$ cat src/rtl/linkup_pkg.sv
package linkup_pkg;

  typedef enum logic [1:0] {
    OP_RESET   = 2'd0,
    OP_F100FD  = 2'd1,
    OP_F10HD   = 2'd2,
    OP_AUTONEG = 2'd3
  } op_e;

  typedef enum logic [2:0] {
    RC_OK      = 3'd0,
    RC_100FD   = 3'd1,
    RC_100HD   = 3'd2,
    RC_10FD    = 3'd3,
    RC_10HD    = 3'd4,
    RC_TIMEOUT = 3'd5,
    RC_NOMODE  = 3'd6
  } rc_e;

  typedef enum logic [3:0] {
    ST_IDLE, ST_RST_WR, ST_RST_WAIT, ST_RST_RD, ST_F100, ST_F10,
    ST_AN_ADV, ST_AN_GO, ST_AN_WAIT, ST_AN_RD,
    ST_PG_SET, ST_VEND_RD, ST_VEND_WR, ST_PG_CLR, ST_LPA_RD
  } st_e;

  localparam logic [4:0] A_CTRL = 5'd0;
  localparam logic [4:0] A_STAT = 5'd1;
  localparam logic [4:0] A_ADV  = 5'd4;
  localparam logic [4:0] A_LPA  = 5'd5;
  localparam logic [4:0] A_PAGE = 5'h13;
  localparam logic [4:0] A_VEND = 5'h14;

  localparam logic [15:0] V_SOFTRST = 16'h8000;
  localparam logic [15:0] V_F100    = 16'h2100;
  localparam logic [15:0] V_F10     = 16'h0000;
  localparam logic [15:0] V_ADVERT  = 16'h01E1;
  localparam logic [15:0] V_ANSTART = 16'h1200;
  localparam logic [15:0] V_PAGE6   = 16'h0006;
  localparam logic [15:0] V_PAGE0   = 16'h0000;

endpackage

$ cat src/rtl/linkup_timer.sv
module linkup_timer #(
  parameter int TICK_W = 8
) (
  input  logic              clk,
  input  logic              rst_n,
  input  logic              load,
  input  logic [TICK_W-1:0] ticks,
  output logic              expired
);
  logic [TICK_W-1:0] cnt_q, cnt_d;
  logic              cnt_en;

  always_comb begin
    cnt_en = load || (cnt_q != '0);
    cnt_d  = load ? ticks : cnt_q - TICK_W'(1);
  end

  always_ff @(posedge clk or negedge rst_n) begin
    if (!rst_n)      cnt_q <= '0;
    else if (cnt_en) cnt_q <= cnt_d;
  end

  assign expired = (cnt_q == '0) && !load;

  // the interval runs down one tick per cycle, never skipping
  p_tmr_step_r13: assert property (@(posedge clk) disable iff (!rst_n)
    (!load && cnt_q != '0) |=> (cnt_q == $past(cnt_q) - TICK_W'(1)));
endmodule

$ cat src/rtl/linkup_retry.sv
module linkup_retry #(
  parameter int RTY_W = 4
) (
  input  logic             clk,
  input  logic             rst_n,
  input  logic             clr,
  input  logic             inc,
  input  logic [RTY_W-1:0] limit,
  output logic             last
);
  logic [RTY_W-1:0] cnt_q, cnt_d;
  logic             cnt_en;

  always_comb begin
    cnt_en = clr || inc;
    cnt_d  = clr ? '0 : cnt_q + RTY_W'(1);
  end

  always_ff @(posedge clk or negedge rst_n) begin
    if (!rst_n)      cnt_q <= '0;
    else if (cnt_en) cnt_q <= cnt_d;
  end

  assign last = (cnt_q == limit - RTY_W'(1));

  // a further poll is never scheduled once the limit is used up
  p_rty_bound_r2: assert property (@(posedge clk) disable iff (!rst_n)
    (inc && !clr) |-> (cnt_q < limit - RTY_W'(1)));
endmodule

$ cat src/rtl/linkup_decode.sv
module linkup_decode
  import linkup_pkg::*;
(
  input  logic [3:0] ability,  // partner bits 8..5
  output logic [2:0] code
);
  always_comb begin
    if (ability[3])      code = RC_100FD;
    else if (ability[2]) code = RC_100HD;
    else if (ability[1]) code = RC_10FD;
    else if (ability[0]) code = RC_10HD;
    else                 code = RC_NOMODE;
  end
endmodule

$ cat src/rtl/phy_linkup_seq.sv
module phy_linkup_seq
  import linkup_pkg::*;
#(
  parameter int RST_POLL_TICKS = 100000,
  parameter int AN_POLL_TICKS  = 5000000,
  parameter int RST_MAX_POLLS  = 500,
  parameter int AN_MAX_POLLS   = 64
) (
  input  logic        clk,
  input  logic        rst_n,
  input  logic        cmd_valid,
  input  logic [1:0]  cmd_op,
  output logic        cmd_ready,
  output logic        mgmt_req,
  output logic        mgmt_we,
  output logic [4:0]  mgmt_addr,
  output logic [15:0] mgmt_wdata,
  input  logic        mgmt_done,
  input  logic [15:0] mgmt_rdata,
  output logic        res_valid,
  output logic [2:0]  res_code,
  output logic        res_err
);
  localparam int MAX_TICKS = (RST_POLL_TICKS > AN_POLL_TICKS) ? RST_POLL_TICKS : AN_POLL_TICKS;
  localparam int MAX_POLLS = (RST_MAX_POLLS > AN_MAX_POLLS) ? RST_MAX_POLLS : AN_MAX_POLLS;
  localparam int TICK_W    = $clog2(MAX_TICKS + 1);
  localparam int RTY_W     = $clog2(MAX_POLLS + 1);

  // reset: asserted asynchronously, released on a clock edge
  logic [1:0] rsync_q;
  logic       rst_ns;
  always_ff @(posedge clk or negedge rst_n) begin
    if (!rst_n) rsync_q <= 2'b00;
    else        rsync_q <= {rsync_q[0], 1'b1};
  end
  assign rst_ns = rsync_q[1];

  st_e               st_q, st_d;
  logic [15:0]       vend_q, vend_d;
  logic              vend_en;
  logic              res_valid_q, res_err_q;
  logic [2:0]        res_code_q;
  logic              fin;
  logic [2:0]        fin_code;
  logic              tmr_load, tmr_exp;
  logic [TICK_W-1:0] tmr_ticks;
  logic              rty_clr, rty_inc, rty_last;
  logic [RTY_W-1:0]  rty_limit;
  logic [2:0]        dec_code;
  logic              an_phase;
  logic              stat_done_ok;

  linkup_timer #(.TICK_W(TICK_W)) u_tmr (
    .clk(clk), .rst_n(rst_ns), .load(tmr_load), .ticks(tmr_ticks), .expired(tmr_exp));

  linkup_retry #(.RTY_W(RTY_W)) u_rty (
    .clk(clk), .rst_n(rst_ns), .clr(rty_clr), .inc(rty_inc), .limit(rty_limit), .last(rty_last));

  linkup_decode u_dec (.ability(mgmt_rdata[8:5]), .code(dec_code));

  assign an_phase     = (st_q == ST_AN_GO) || (st_q == ST_AN_RD);
  assign tmr_ticks    = an_phase ? TICK_W'(AN_POLL_TICKS) : TICK_W'(RST_POLL_TICKS);
  assign rty_limit    = an_phase ? RTY_W'(AN_MAX_POLLS) : RTY_W'(RST_MAX_POLLS);
  assign stat_done_ok = (mgmt_rdata != 16'hFFFF) && mgmt_rdata[5];

  // management request decode from state
  always_comb begin
    mgmt_req   = 1'b1;
    mgmt_we    = 1'b1;
    mgmt_addr  = A_CTRL;
    mgmt_wdata = 16'h0000;
    unique case (st_q)
      ST_RST_WR:  mgmt_wdata = V_SOFTRST;
      ST_RST_RD:  mgmt_we = 1'b0;
      ST_F100:    mgmt_wdata = V_F100;
      ST_F10:     mgmt_wdata = V_F10;
      ST_AN_ADV:  begin mgmt_addr = A_ADV; mgmt_wdata = V_ADVERT; end
      ST_AN_GO:   mgmt_wdata = V_ANSTART;
      ST_AN_RD:   begin mgmt_we = 1'b0; mgmt_addr = A_STAT; end
      ST_PG_SET:  begin mgmt_addr = A_PAGE; mgmt_wdata = V_PAGE6; end
      ST_VEND_RD: begin mgmt_we = 1'b0; mgmt_addr = A_VEND; end
      ST_VEND_WR: begin mgmt_addr = A_VEND; mgmt_wdata = vend_q; end
      ST_PG_CLR:  begin mgmt_addr = A_PAGE; mgmt_wdata = V_PAGE0; end
      ST_LPA_RD:  begin mgmt_we = 1'b0; mgmt_addr = A_LPA; end
      default:    begin mgmt_req = 1'b0; mgmt_we = 1'b0; end
    endcase
  end

  // next state
  always_comb begin
    st_d     = st_q;
    vend_d   = mgmt_rdata & 16'h7FFF;
    vend_en  = 1'b0;
    tmr_load = 1'b0;
    rty_clr  = 1'b0;
    rty_inc  = 1'b0;
    fin      = 1'b0;
    fin_code = RC_OK;
    unique case (st_q)
      ST_IDLE: if (cmd_valid) begin
        rty_clr = 1'b1;
        unique case (op_e'(cmd_op))
          OP_RESET:  st_d = ST_RST_WR;
          OP_F100FD: st_d = ST_F100;
          OP_F10HD:  st_d = ST_F10;
          default:   st_d = ST_AN_ADV;
        endcase
      end
      ST_RST_WR: if (mgmt_done) begin st_d = ST_RST_WAIT; tmr_load = 1'b1; end
      ST_RST_WAIT: if (tmr_exp) st_d = ST_RST_RD;
      ST_RST_RD: if (mgmt_done) begin
        if (!mgmt_rdata[15]) begin
          fin = 1'b1; st_d = ST_IDLE;
        end else if (rty_last) begin
          fin = 1'b1; fin_code = RC_TIMEOUT; st_d = ST_IDLE;
        end else begin
          rty_inc = 1'b1; tmr_load = 1'b1; st_d = ST_RST_WAIT;
        end
      end
      ST_F100, ST_F10: if (mgmt_done) begin fin = 1'b1; st_d = ST_IDLE; end
      ST_AN_ADV: if (mgmt_done) st_d = ST_AN_GO;
      ST_AN_GO: if (mgmt_done) begin st_d = ST_AN_WAIT; tmr_load = 1'b1; end
      ST_AN_WAIT: if (tmr_exp) st_d = ST_AN_RD;
      ST_AN_RD: if (mgmt_done) begin
        if (stat_done_ok) begin
          st_d = ST_PG_SET;
        end else if (rty_last) begin
          fin = 1'b1; fin_code = RC_TIMEOUT; st_d = ST_IDLE;
        end else begin
          rty_inc = 1'b1; tmr_load = 1'b1; st_d = ST_AN_WAIT;
        end
      end
      ST_PG_SET:  if (mgmt_done) st_d = ST_VEND_RD;
      ST_VEND_RD: if (mgmt_done) begin vend_en = 1'b1; st_d = ST_VEND_WR; end
      ST_VEND_WR: if (mgmt_done) st_d = ST_PG_CLR;
      ST_PG_CLR:  if (mgmt_done) st_d = ST_LPA_RD;
      ST_LPA_RD: if (mgmt_done) begin
        fin = 1'b1; fin_code = dec_code; st_d = ST_IDLE;
      end
      default: st_d = ST_IDLE;
    endcase
  end

  // registers
  always_ff @(posedge clk or negedge rst_ns) begin
    if (!rst_ns) begin
      st_q        <= ST_IDLE;
      vend_q      <= 16'h0000;
      res_valid_q <= 1'b0;
      res_code_q  <= RC_OK;
      res_err_q   <= 1'b0;
    end else begin
      st_q        <= st_d;
      res_valid_q <= fin;
      if (vend_en) vend_q <= vend_d;
      if (fin) begin
        res_code_q <= fin_code;
        res_err_q  <= (fin_code == RC_TIMEOUT) || (fin_code == RC_NOMODE);
      end
    end
  end

  assign cmd_ready = (st_q == ST_IDLE);
  assign res_valid = res_valid_q;
  assign res_code  = res_code_q;
  assign res_err   = res_err_q;

  // a pending access keeps its fields until the master answers
  p_req_hold_r11: assert property (@(posedge clk) disable iff (!rst_ns)
    (mgmt_req && !mgmt_done) |=>
      (mgmt_req && $stable(mgmt_we) && $stable(mgmt_addr) && $stable(mgmt_wdata)));

  // a result is reported only once the block is idle again
  p_result_idle_r10: assert property (@(posedge clk) disable iff (!rst_ns)
    res_valid |-> cmd_ready);

  // the result strobe lasts a single cycle
  p_result_pulse_r10: assert property (@(posedge clk) disable iff (!rst_ns)
    res_valid |=> !res_valid);

  // the error flag agrees with the failure codes
  p_err_code_r9: assert property (@(posedge clk) disable iff (!rst_ns)
    res_valid |-> (res_err == ((res_code == RC_TIMEOUT) || (res_code == RC_NOMODE))));

  // the vendor write-back always has bit 15 cleared
  p_vend_bit15_r7: assert property (@(posedge clk) disable iff (!rst_ns)
    (mgmt_req && mgmt_we && mgmt_addr == A_VEND) |-> !mgmt_wdata[15]);
endmodule

$ cat config.mk
export PLATFORM = sky130hd
export DESIGN_NAME = phy_linkup_seq
export DESIGN_NICKNAME = d
export VERILOG_FILES = /design/src/rtl/linkup_pkg.sv /design/src/rtl/linkup_timer.sv /design/src/rtl/linkup_retry.sv /design/src/rtl/linkup_decode.sv /design/src/rtl/phy_linkup_seq.sv
export SDC_FILE = /design/constraint.sdc
export NUM_CORES = 1
export LEC_CHECK = 0
export ABC_AREA = 1
export BUFFER_PORTS_ARGS = -buffer_cell sky130_fd_sc_hd__clkbuf_2
export CAP_MARGIN = 20
export CORE_ASPECT_RATIO = 1.75
export CORE_MARGIN = 4
export CORE_UTILIZATION = 24
export DETAILED_ROUTE_END_ITERATION = 8
export PLACE_DENSITY = 0.52
export RECOVER_POWER = 50
export SYNTH_ARGS = -nofsm -noshare
export SYNTH_HDL_FRONTEND = slang
export SYNTH_HIERARCHICAL = 1
export SYNTH_SLANG_ARGS = --single-unit
$ cat constraint.sdc
create_clock -name clk -period 2.4 [get_ports clk]
set_input_delay 0.36 -clock clk [delete_from_list [all_inputs] [get_ports clk]]
set_output_delay 0.36 -clock clk [all_outputs]
set_load 0.01 [all_outputs]
# [Word level (Yosys, flattened, before mapping)]
# Index checks and enable logic that the tools add are counted.
# W data, S select, Z words.
[totals] reg_bits=58 input_bits=22 out_inout_bits=29 elab_cells=117
[op_classes] add_sub_neg=3 n_eq_ne=33 mux=55 reduce_logical=18
[ops] cell="$pmux W16 S6" n=1
[ops] cell="$mux W4" n=15
[ops] cell="$pmux W4 S13" n=1
[ops] cell="$mux W23" n=2
[ops] cell="$eq A4 B4 Y1 const B" n=7
[ops] cell="$mux W3" n=9
[ops] cell="$pmux W5 S5" n=1
[ops] cell="$ne A2 B2 Y1 const B" n=12
[ops] cell="$logic_not A23 Y1" n=1
[ops] cell="$reduce_bool A23 Y1" n=1
[ops] cell="$sub A23 B1 Y23 const B" n=1
[ops] cell="$mux W9" n=2
[ops] cell="$pmux W3 S3" n=2
[ops] cell="$eq A4 B3 Y1 const B" n=4
[ops] cell="$mux W1" n=16
[ops] cell="$ne A16 B16 Y1 const B" n=1
[ops] cell="$reduce_and A13 Y1" n=1
[ops] cell="$reduce_or A12 Y1" n=1
[ops] cell="$add A9 B1 Y9 const B" n=1
[ops] cell="$eq A9 B9 Y1" n=1
[ops] cell="$sub A9 B1 Y9 const B" n=1
[ops] cell="$eq A4 B2 Y1 const B" n=2
[ops] cell="$reduce_or A8 Y1" n=1
[ops] cell="$eq A3 B3 Y1 const B" n=2
[ops] cell="14 further kinds" n=23

# [Longest topological paths before layout]
# Gate-level depths: netlist (run 1).
[depth] depth_word=13 ltp_mapped=30 ltp_nobuf=28

# [Modules after synthesis]
# The synthesis (run 1) kept the hierarchy.
[modules_own_cells] module="linkup_timer" instances=1 cells_each=259 area_per_inst_um2=1705.4 seq_area_each_um2=575.6
[modules_own_cells] module="phy_linkup_seq" instances=1 cells_each=224 area_per_inst_um2=1630.3 seq_area_each_um2=650.6
[modules_own_cells] module="linkup_retry" instances=1 cells_each=147 area_per_inst_um2=864.6 seq_area_each_um2=225.2
[modules_own_cells] module="linkup_decode" instances=1 cells_each=5 area_per_inst_um2=25.0 seq_area_each_um2=0.0

# [Least setup slack after synthesis (run 1)]
# No wires, ideal clock.
[synth_path] path_kind="register to register" startpoint="register st_q[1]" endpoint="register st_q[3]" setup_time_ns=0.065 arrival_time_ns=3.931 required_ns=2.335 setup_slack_ns=-1.595 stages_incl_launch_ff=29 n_path_buf=2 period_less_slack_ns=3.995 path_cell_list="dfrtp_1 -> buf_2 -> inv_1 -> nand2_1 -> inv_2 -> nand2_1 -> inv_2 -> nor2_1 -> inv_1 -> nor2_1 -> o21ai_0 -> nand2_1 -> nand2_1 -> nor2_1 -> nand2_1 -> nor2_1 -> nor2_1 -> nand2_1 -> a21boi_0 -> a21oi_1 -> buf_2 -> nor3_1 -> nand4_2 -> inv_1 -> inv_1 -> nand2_1 -> nand3_4 -> a31o_1 -> nand2_1"
[synth_between] elab_chain_len=13 word_cells_on_any_way=47 classes_between="add/sub (1); eq/ne (28); mux (11); reduce/logical (7)"
[synth_lines] item="start: declaration" line_no="phy_linkup_seq.sv:38" source="st_e st_q, st_d;"
[synth_lines] item="start signal: assignment" line_no="phy_linkup_seq.sv:153" source="st_q <= st_d;"
[synth_lines] item="$eq A4 B3 Y1 or $eq A4 B4 Y1 (tied branches)" line_no="phy_linkup_seq.sv:61" source="assign an_phase = (st_q == ST_AN_GO) || (st_q == ST_AN_RD);"
[synth_lines] item="$logic_or A1 B1 Y1 *" line_no="phy_linkup_seq.sv:61"
[synth_lines] item="$mux W9 *" line_no="phy_linkup_seq.sv:63" source="assign rty_limit = an_phase ? RTY_W'(AN_MAX_POLLS) : RTY_W'(RST_MAX_POLLS);"
[synth_lines] item="net rty_limit[2]" line_no="phy_linkup_seq.sv:48" source="logic [RTY_W-1:0] rty_limit;"
[synth_lines] item="$sub A9 B1 Y9 *" line_no="linkup_retry.sv:24" source="assign last = (cnt_q == limit - RTY_W'(1));"
[synth_lines] item="$eq A9 B9 Y1 *" line_no="linkup_retry.sv:24"
[synth_lines] item="net rty_last" line_no="phy_linkup_seq.sv:47" source="logic rty_clr, rty_inc, rty_last;"
[synth_lines] item="$mux W1 *" line_no="phy_linkup_seq.sv:114, phy_linkup_seq.sv:127"
[synth_lines] item="$mux W1, on equally long branches" line_no="phy_linkup_seq.sv:125, phy_linkup_seq.sv:112"
[synth_lines] item="$mux W1, on equally long branches" line_no="phy_linkup_seq.sv:124, phy_linkup_seq.sv:111"
[synth_lines] item="$pmux W1 S3 *" line_no="phy_linkup_seq.sv:99" source="unique case (st_q)"
[synth_lines] item="net tmr_load" line_no="phy_linkup_seq.sv:45" source="logic tmr_load, tmr_exp;"
[synth_lines] item="$logic_not A1 Y1 *" line_no="linkup_timer.sv:23" source="assign expired = (cnt_q == '0) && !load;"
[synth_lines] item="$logic_and A1 B1 Y1 *" line_no="linkup_timer.sv:23"
[synth_lines] item="net tmr_exp" line_no="phy_linkup_seq.sv:45"
[synth_lines] item="$ne A2 B2 Y1 (no line)"
[synth_lines] item="$reduce_and A13 Y1 (no line) *"
# Mark *: on every way through the listed nets, which the timed path passes. The rest lies on a longest branch. The select of a mux whose other input is x is not followed.
# A chain may end at the register's enable or synchronous reset.

# [Worst setup path in the final report (run 1)]
[layout_path] startpoint="register st_q[0]" endpoint="register u_rty.cnt_q[5]"
[layout_between] elab_chain_len=10 word_cells_on_any_way=17 classes_between="add/sub (1); eq/ne (4); mux (9); reduce/logical (3)"
[layout_lines] item="$eq A4 B3 Y1 or $eq A4 B4 Y1 (tied branches)" line_no="phy_linkup_seq.sv:61"
[layout_lines] item="$logic_or A1 B1 Y1 *" line_no="phy_linkup_seq.sv:61"
[layout_lines] item="$mux W9 *" line_no="phy_linkup_seq.sv:63"
[layout_lines] item="net rty_limit[2]" line_no="phy_linkup_seq.sv:48"
[layout_lines] item="$sub A9 B1 Y9 *" line_no="linkup_retry.sv:24"
[layout_lines] item="$eq A9 B9 Y1 *" line_no="linkup_retry.sv:24"
[layout_lines] item="net rty_last" line_no="phy_linkup_seq.sv:47"
[layout_lines] item="$mux W1 *" line_no="phy_linkup_seq.sv:114, phy_linkup_seq.sv:127"
[layout_lines] item="$mux W1, on equally long branches" line_no="phy_linkup_seq.sv:125, phy_linkup_seq.sv:112"
[layout_lines] item="$mux W1, on equally long branches" line_no="phy_linkup_seq.sv:124, phy_linkup_seq.sv:111"
[layout_lines] item="$pmux W1 S2 *" line_no="phy_linkup_seq.sv:99"
[layout_lines] item="net rty_inc" line_no="phy_linkup_seq.sv:47"
[layout_lines] item="$logic_or A1 B1 Y1 *" line_no="linkup_retry.sv:15" source="cnt_en = clr || inc;"
[layout_lines] item="end signal: assignment" line_no="linkup_retry.sv:21" source="else if (cnt_en) cnt_q <= cnt_d;"
[layout_lines] item="end: declaration" line_no="linkup_retry.sv:11" source="logic [RTY_W-1:0] cnt_q, cnt_d;"
# Mark *: on every way through the listed nets, which the timed path passes. The rest lies on a longest branch.

==> results of run 1 <==
==> Yosys cell counts (3+ instances only) <==
cell type  instances  share of area
nand2_1          187           0.17
a21oi_1           28          0.033
or2_2              7          0.010
nand4_2            3         0.0089
dfrtp_1           58           0.34
nor2_2            15          0.022
inv_1             81          0.072
nand2_2            5         0.0074
mux2_4            10          0.036
o21ai_2            4         0.0083
nor2_4             5          0.013
inv_2             10         0.0089
ha_1               3         0.0089
xor2_1             4         0.0083
nand3_1           45          0.053
nand3b_1           3         0.0053
nor3_1             9          0.011
nand4_1           12          0.018
buf_2              7         0.0083
o21ai_0           16          0.019
nor2_1            91          0.081
o21ai_1            6         0.0071
==> where the power goes <==
group          internal (mW)  total [mW]  switching [mW]
clock                  0.917        1.44           0.523
sequential              1.35        1.70           0.352
combinational           1.42        3.11            1.70
==> path summary, 6_finish.rpt <==
check / endpoint / slack (ns) / start / cells after the start
worst min-delay path: vend_q[13]$_DFFE_PN0P_ / 0.27 / mgmt_rdata[13] / 2
worst min register to register: rsync_q[1]$_DFF_PN0_ / 0.35 / rsync_q[0]$_DFF_PN0_ / 0
worst max register to register: u_rty/cnt_q[5]$_DFFE_PN0P_ / -0.63 / st_q[0]$_DFFE_PN0P_ / 27
min in group asynchronous: rsync_q[1]$_DFF_PN0_ / 0.33 / rst_n / 2
max in group asynchronous: st_q[1]$_DFFE_PN0P_ / 0.44 / rsync_q[1]$_DFF_PN0_ / 1
worst max-delay path: u_rty/cnt_q[5]$_DFFE_PN0P_ / -0.63 / st_q[0]$_DFFE_PN0P_ / 27
==> cell type report <==
class / count / area [um^2]
Tap cell: 231 / 289
Timing Repair inverter: 1 / 5.00
Multi-Input combinational cell: 492 / 2730
Clock buffer: 9 / 225
Sequential cell: 58 / 1450
Timing Repair Buffer: 145 / 1070
Clock inverter: 7 / 101
Fill cell: 1879 / 11100
Inverter: 94 / 372
==> sequential cells by signal, indices dropped and copies added (netlist names) <==
signal	flops
vend_q	15
u_rty/cnt_q	9
res_code	3
rsync_q	2
res_valid	1
res_err	1
u_tmr/cnt_q	23
st_q	4
==> critical path, delay by kind of cell, from the launching register on <==
kind	cells	cell delay [ns]
AOI/OAI and AO/OA	1	0.21
xor gates and xnor gates	1	0.15
buffers and inverters	7	0.68
DFF	1	0.42
and+or+nand+nor	18	1.46
==> cells by family (layout without fill, tap and decap cells) <==
logic type / after synthesis / after routing / share of synthesized area
AO/OA/AOI/OAI: 60 / 60 / 0.0785
other: 2 / 23 / 0.00178
AND/OR/NAND/NOR: 390 / 390 / 0.418
buffers and inverters: 106 / 256 / 0.102
XOR/XNOR: 6 / 6 / 0.0124
flip-flops: 58 / 58 / 0.343
multiplexers: 10 / 10 / 0.0355
adder cells (fa/ha/maj): 3 / 3 / 0.00888
==> metrics by stage <==
| stage | hold WS (ns) | util | total power [mW] |
|---|---|---|---|
| floorplan | 0.0644 | - | 3.39 |
| global placement | 0.150 | 0.306 | 4.30 |
| detailed placement | 0.148 | 0.306 | 4.31 |
| CTS | 0.261 | 0.344 | 6.03 |
| global route | 0.268 | 0.359 | 6.71 |
| finish | 0.270 | 0.359 | 6.25 |
==> routing by layer <==
layer / routed length (um) / share of wire
met5: 0 / 0
met4: 544 / 0.040
met3: 342 / 0.025
met2: 7970 / 0.58
met1: 4800 / 0.35
==> repair_timing <==
item                                    CTS  global route
endpoints found under the setup margin   40            45
buffers inserted                         29            13
endpoints found under the hold margin     2             0
gates resized for setup                  28            66
hold buffers                              1             0
cloned                                    0             1
pin swaps                                 4             9
==> metrics.cfg, run 1 <==
[finish]
final_cell_mix = nand2_1, nor2_1, inv_1, buf_4, dfrtp_1
drive_gt1_frac = 0.361
final_cells = 1037
final_common_cell = nand2_1
layout.nets = 826
finalInstanceArea_um2 = 6250
syn_to_final_growth_pct = 47.8
diodes = 0

[placement]
place_inst = 984
io_buffers = 49
placed_area_um2 = 5330
hpwlAfterDp_mm = 10.3
routabilityCongestion = 0.916
place_ws_ns = -0.622

[global_routing]
grt_util_met2 = 0.288
grt_use_met3 = 0.0232
grt_pass1_wl_mm = 22.0
antenna_found_initial = 0
grt_util_all_layers = 0.142
grt_max_degree = 37
grt_pass1_vias = 4572
busiest_layer = met2
grtUsageMet1 = 0.134
grt-ovfl-total = 0

[sta]
rsz0062_at_grt = true
relSlewSlack = 0.305
worstMarginPinSlew_ns = 1.04
slew_violations = 0
layout_setup_ws_ns = -0.630
setup_viol = 39
skew_ns = 0.00787
tns_ns = -18.03
fin_crit_sh = 1.26
fmax_mhz = 330
min_period_ns = 3.03
hold_viol_final = 0

[floorplanning]
die_h_um = 184
initial_core_util = 0.243
die_area_um2 = 19900
top_level_ports = 51
die_x_um = 108
rows = 64
core-area_um2 = 17400

[critical_path]
cp_data_required_time_ns = 2.63
worst-path-max-fanout = 6
path_class = flop to flop
path_common_cell = nand2_1
critPathLaunchType = flop
cpPeakStageDelay_ns = 0.42
endpoint_kind = flop
slowest_stage = dfrtp_1
arrival_ns = 3.26

[yosys]
yosys_warnings = 6
synth.distinct_cells = 44
avgSynthCellArea_um2 = 6.65
synth_async_sr_flop_share = 1.00
synth_area_um2 = 4230
synthFlopType = dfrtp_1
synth_edf_count = 0
synth-seq-cells = 58
synth_cells = 635
yosysSeqAreaShare = 0.344

[clocking]
path_clk_slew_ns = 0.05
cts_tree = yes
htreeDepth = 3
clockBufferDepth = 2
cts_inserted_buffers = 9
root_buffer = clkbuf_16
clk-insertion-delay-late_ns = 0.34
cts_sinks = 58

[job]
maxCapViolations = 0

[power]
vdd_drop_max_mv = 0.600
p_leak_nw = 3.36
p_per_area_nw_per_um2 = 1000

[detailed_routing]
first_iter_violations = 155
firstDrtPassIters = 4
wirelength_mm = 13.7
ant_nets = 0
vias_per_cell = 4.39
drcViolationCount = 0
vias = 4556
post_drt_wl_per_cell_um = 13.2

[worst_hold_path]
min_path_type = input pin to flop

[status]
violations = negative setup slack
outcome = finished with violations

Note: power is estimated with default switching activity, not from simulation.
==> run 2: changes to the inputs <==
TNS_END_PERCENT = 10   (was default)
clock period = 3.4 ns   (was 2.4 ns; I/O delays follow)
==> metrics.cfg, run 2 (synthesized netlist as in run 1, its figures left out) <==
[worst_hold_path]
hold-path-endpoint = rsync_q[1]$_DFF_PN0_
min_path_type = flop to flop
hold_depth = 0
hp-start = rsync_q[0]$_DFF_PN0_

[critical_path]
worst-r2r-setup-slack_ns = 0.28
rr_worst_depth = 27
worst-path-max-fanout = 8
critPathLaunchType = flop
arrival_ns = 3.38
slowest_stage = dfrtp_1
cpPeakStageDelay_ns = 0.37
path_common_cell = nand2_1
path_class = flop to flop
crit_cells = 27
worst-path-buf-inv = 6
endpoint_kind = flop
cp_data_required_time_ns = 3.66
cp-startpoint = st_q[1]$_DFFE_PN0P_
crit_family = simple AND/OR/NAND/NOR gates
timing.rr.start = st_q[1]$_DFFE_PN0P_
r2r-end = st_q[3]$_DFFE_PN0P_

[detailed_routing]
first_iter_violations = 228
vias_per_cell = 4.35
vias = 4205
ant_nets = 0
drcViolationCount = 0
wirelength_mm = 12.4
firstDrtPassIters = 4
post_drt_wl_per_cell_um = 12.9

[sta]
fmax_mhz = 321
relSlewSlack = -0.173
min_period_ns = 3.12
fin_crit_sh = 0.917
rsz0062_at_grt = false
setup_viol = 0
skew_ns = 0.00696
layout_setup_ws_ns = 0.283
slew_violations = 42
hold_viol_final = 0
whs_ns = 0.349
worstMarginPinSlew_ns = 1.76
tns_ns = 0

[clocking]
cts_sinks = 58
clockBufferDepth = 2
htreeDepth = 3
path_clk_slew_ns = 0.05
cts_tree = yes
clk-insertion-delay-late_ns = 0.33
cts_inserted_buffers = 9
root_buffer = clkbuf_16

[finish]
fill_cells = 1951
top_register = u_tmr/cnt_q
final_cell_mix = nand2_1, nor2_1, inv_1
final_common_cell = nand2_1
drive_gt1_frac = 0.207
diodes = 0
syn_to_final_growth_pct = 26.0
final_cells = 966
layout.nets = 756
largest_reg_flops = 23
reg_top3 = u_tmr/cnt_q x23, vend_q x15, u_rty/cnt_q x9
post-route-util = 0.306
finalInstanceArea_um2 = 5320

[job]
maxCapViolations = 1

[placement]
place_ws_ns = 0.00883
placed_area_um2 = 4930
routabilityCongestion = 0.929
hpwlAfterDp_mm = 9.85
place_inst = 945
io_buffers = 49

[global_routing]
grt-ovfl-total = 0
grt_util_all_layers = 0.131
grt_max_degree = 42
grt_pass1_wl_mm = 20.3
antenna_found_initial = 0
grt_pass1_vias = 4168

[floorplanning]
die_x_um = 108
die_h_um = 184
rows = 64
initial_core_util = 0.243
die_area_um2 = 19900
core-area_um2 = 17400
top_level_ports = 51

[power]
vdd_drop_max_mv = 0.356
p_leak_nw = 2.87
p_per_area_nw_per_um2 = 723
power_mw = 3.85

[status]
violations = max-capacitance violations, max-slew violations
outcome = finished with violations

## run 2: what timing repair did
action                                  4_1_cts  5_1_grt
setup buffers                                 0        4
hold endpoints to repair                      2        0
hold buffers                                  1        0
pin swaps                                     1        3
gates resized for setup                       0       11
gates cloned                                  0        1
endpoints found under the setup margin        1       29
## run 2: area by class of cell
| type | count | area [um^2] | area share |
|---|---|---|---|
| multi-input cells | 493 | 2470 | 0.464 |
| flip-flops and latches | 58 | 1450 | 0.273 |
| repair buffers | 75 | 430 | 0.0808 |
| clock inverters | 4 | 75.1 | 0.0141 |
| clock buffers | 11 | 253 | 0.0475 |
| well taps | 231 | 289 | 0.0543 |
| inverters | 94 | 355 | 0.0667 |
## run 2: layer usage
layer,up-vias,GRT usage,part of all wire
met3,29,0.0207,0.023
met4,0,0.0637,0.037
met2,75,0.260,0.58
met5,-,0,0
li1,2162,-,-
met1,1939,0.126,0.36
## run 2: power by group
group	switching (mW)	internal (mW)
Sequential	0.240	0.949
Combinational	1.00	0.654
Clock	0.327	0.677
Total	1.57	2.28
## run 2: worst max-delay path by stage
stage / to
finish: st_q[3]$_DFFE_PN0P_
global route: u_tmr/cnt_q[21]$_DFFE_PN0N_
CTS: st_q[3]$_DFFE_PN0P_
detailed placement: st_q[3]$_DFFE_PN0P_
global placement: st_q[3]$_DFFE_PN0P_
floorplan: st_q[3]$_DFFE_PN0P_
## run 2: worst reg2reg max path: cells and delay by family (launching register included)
| kind | cells | cell delay, ns |
|---|---|---|
| compound gates | 3 | 0.48 |
| flops | 1 | 0.37 |
| buf+inv | 6 | 0.47 |
| simple gates | 18 | 1.73 |
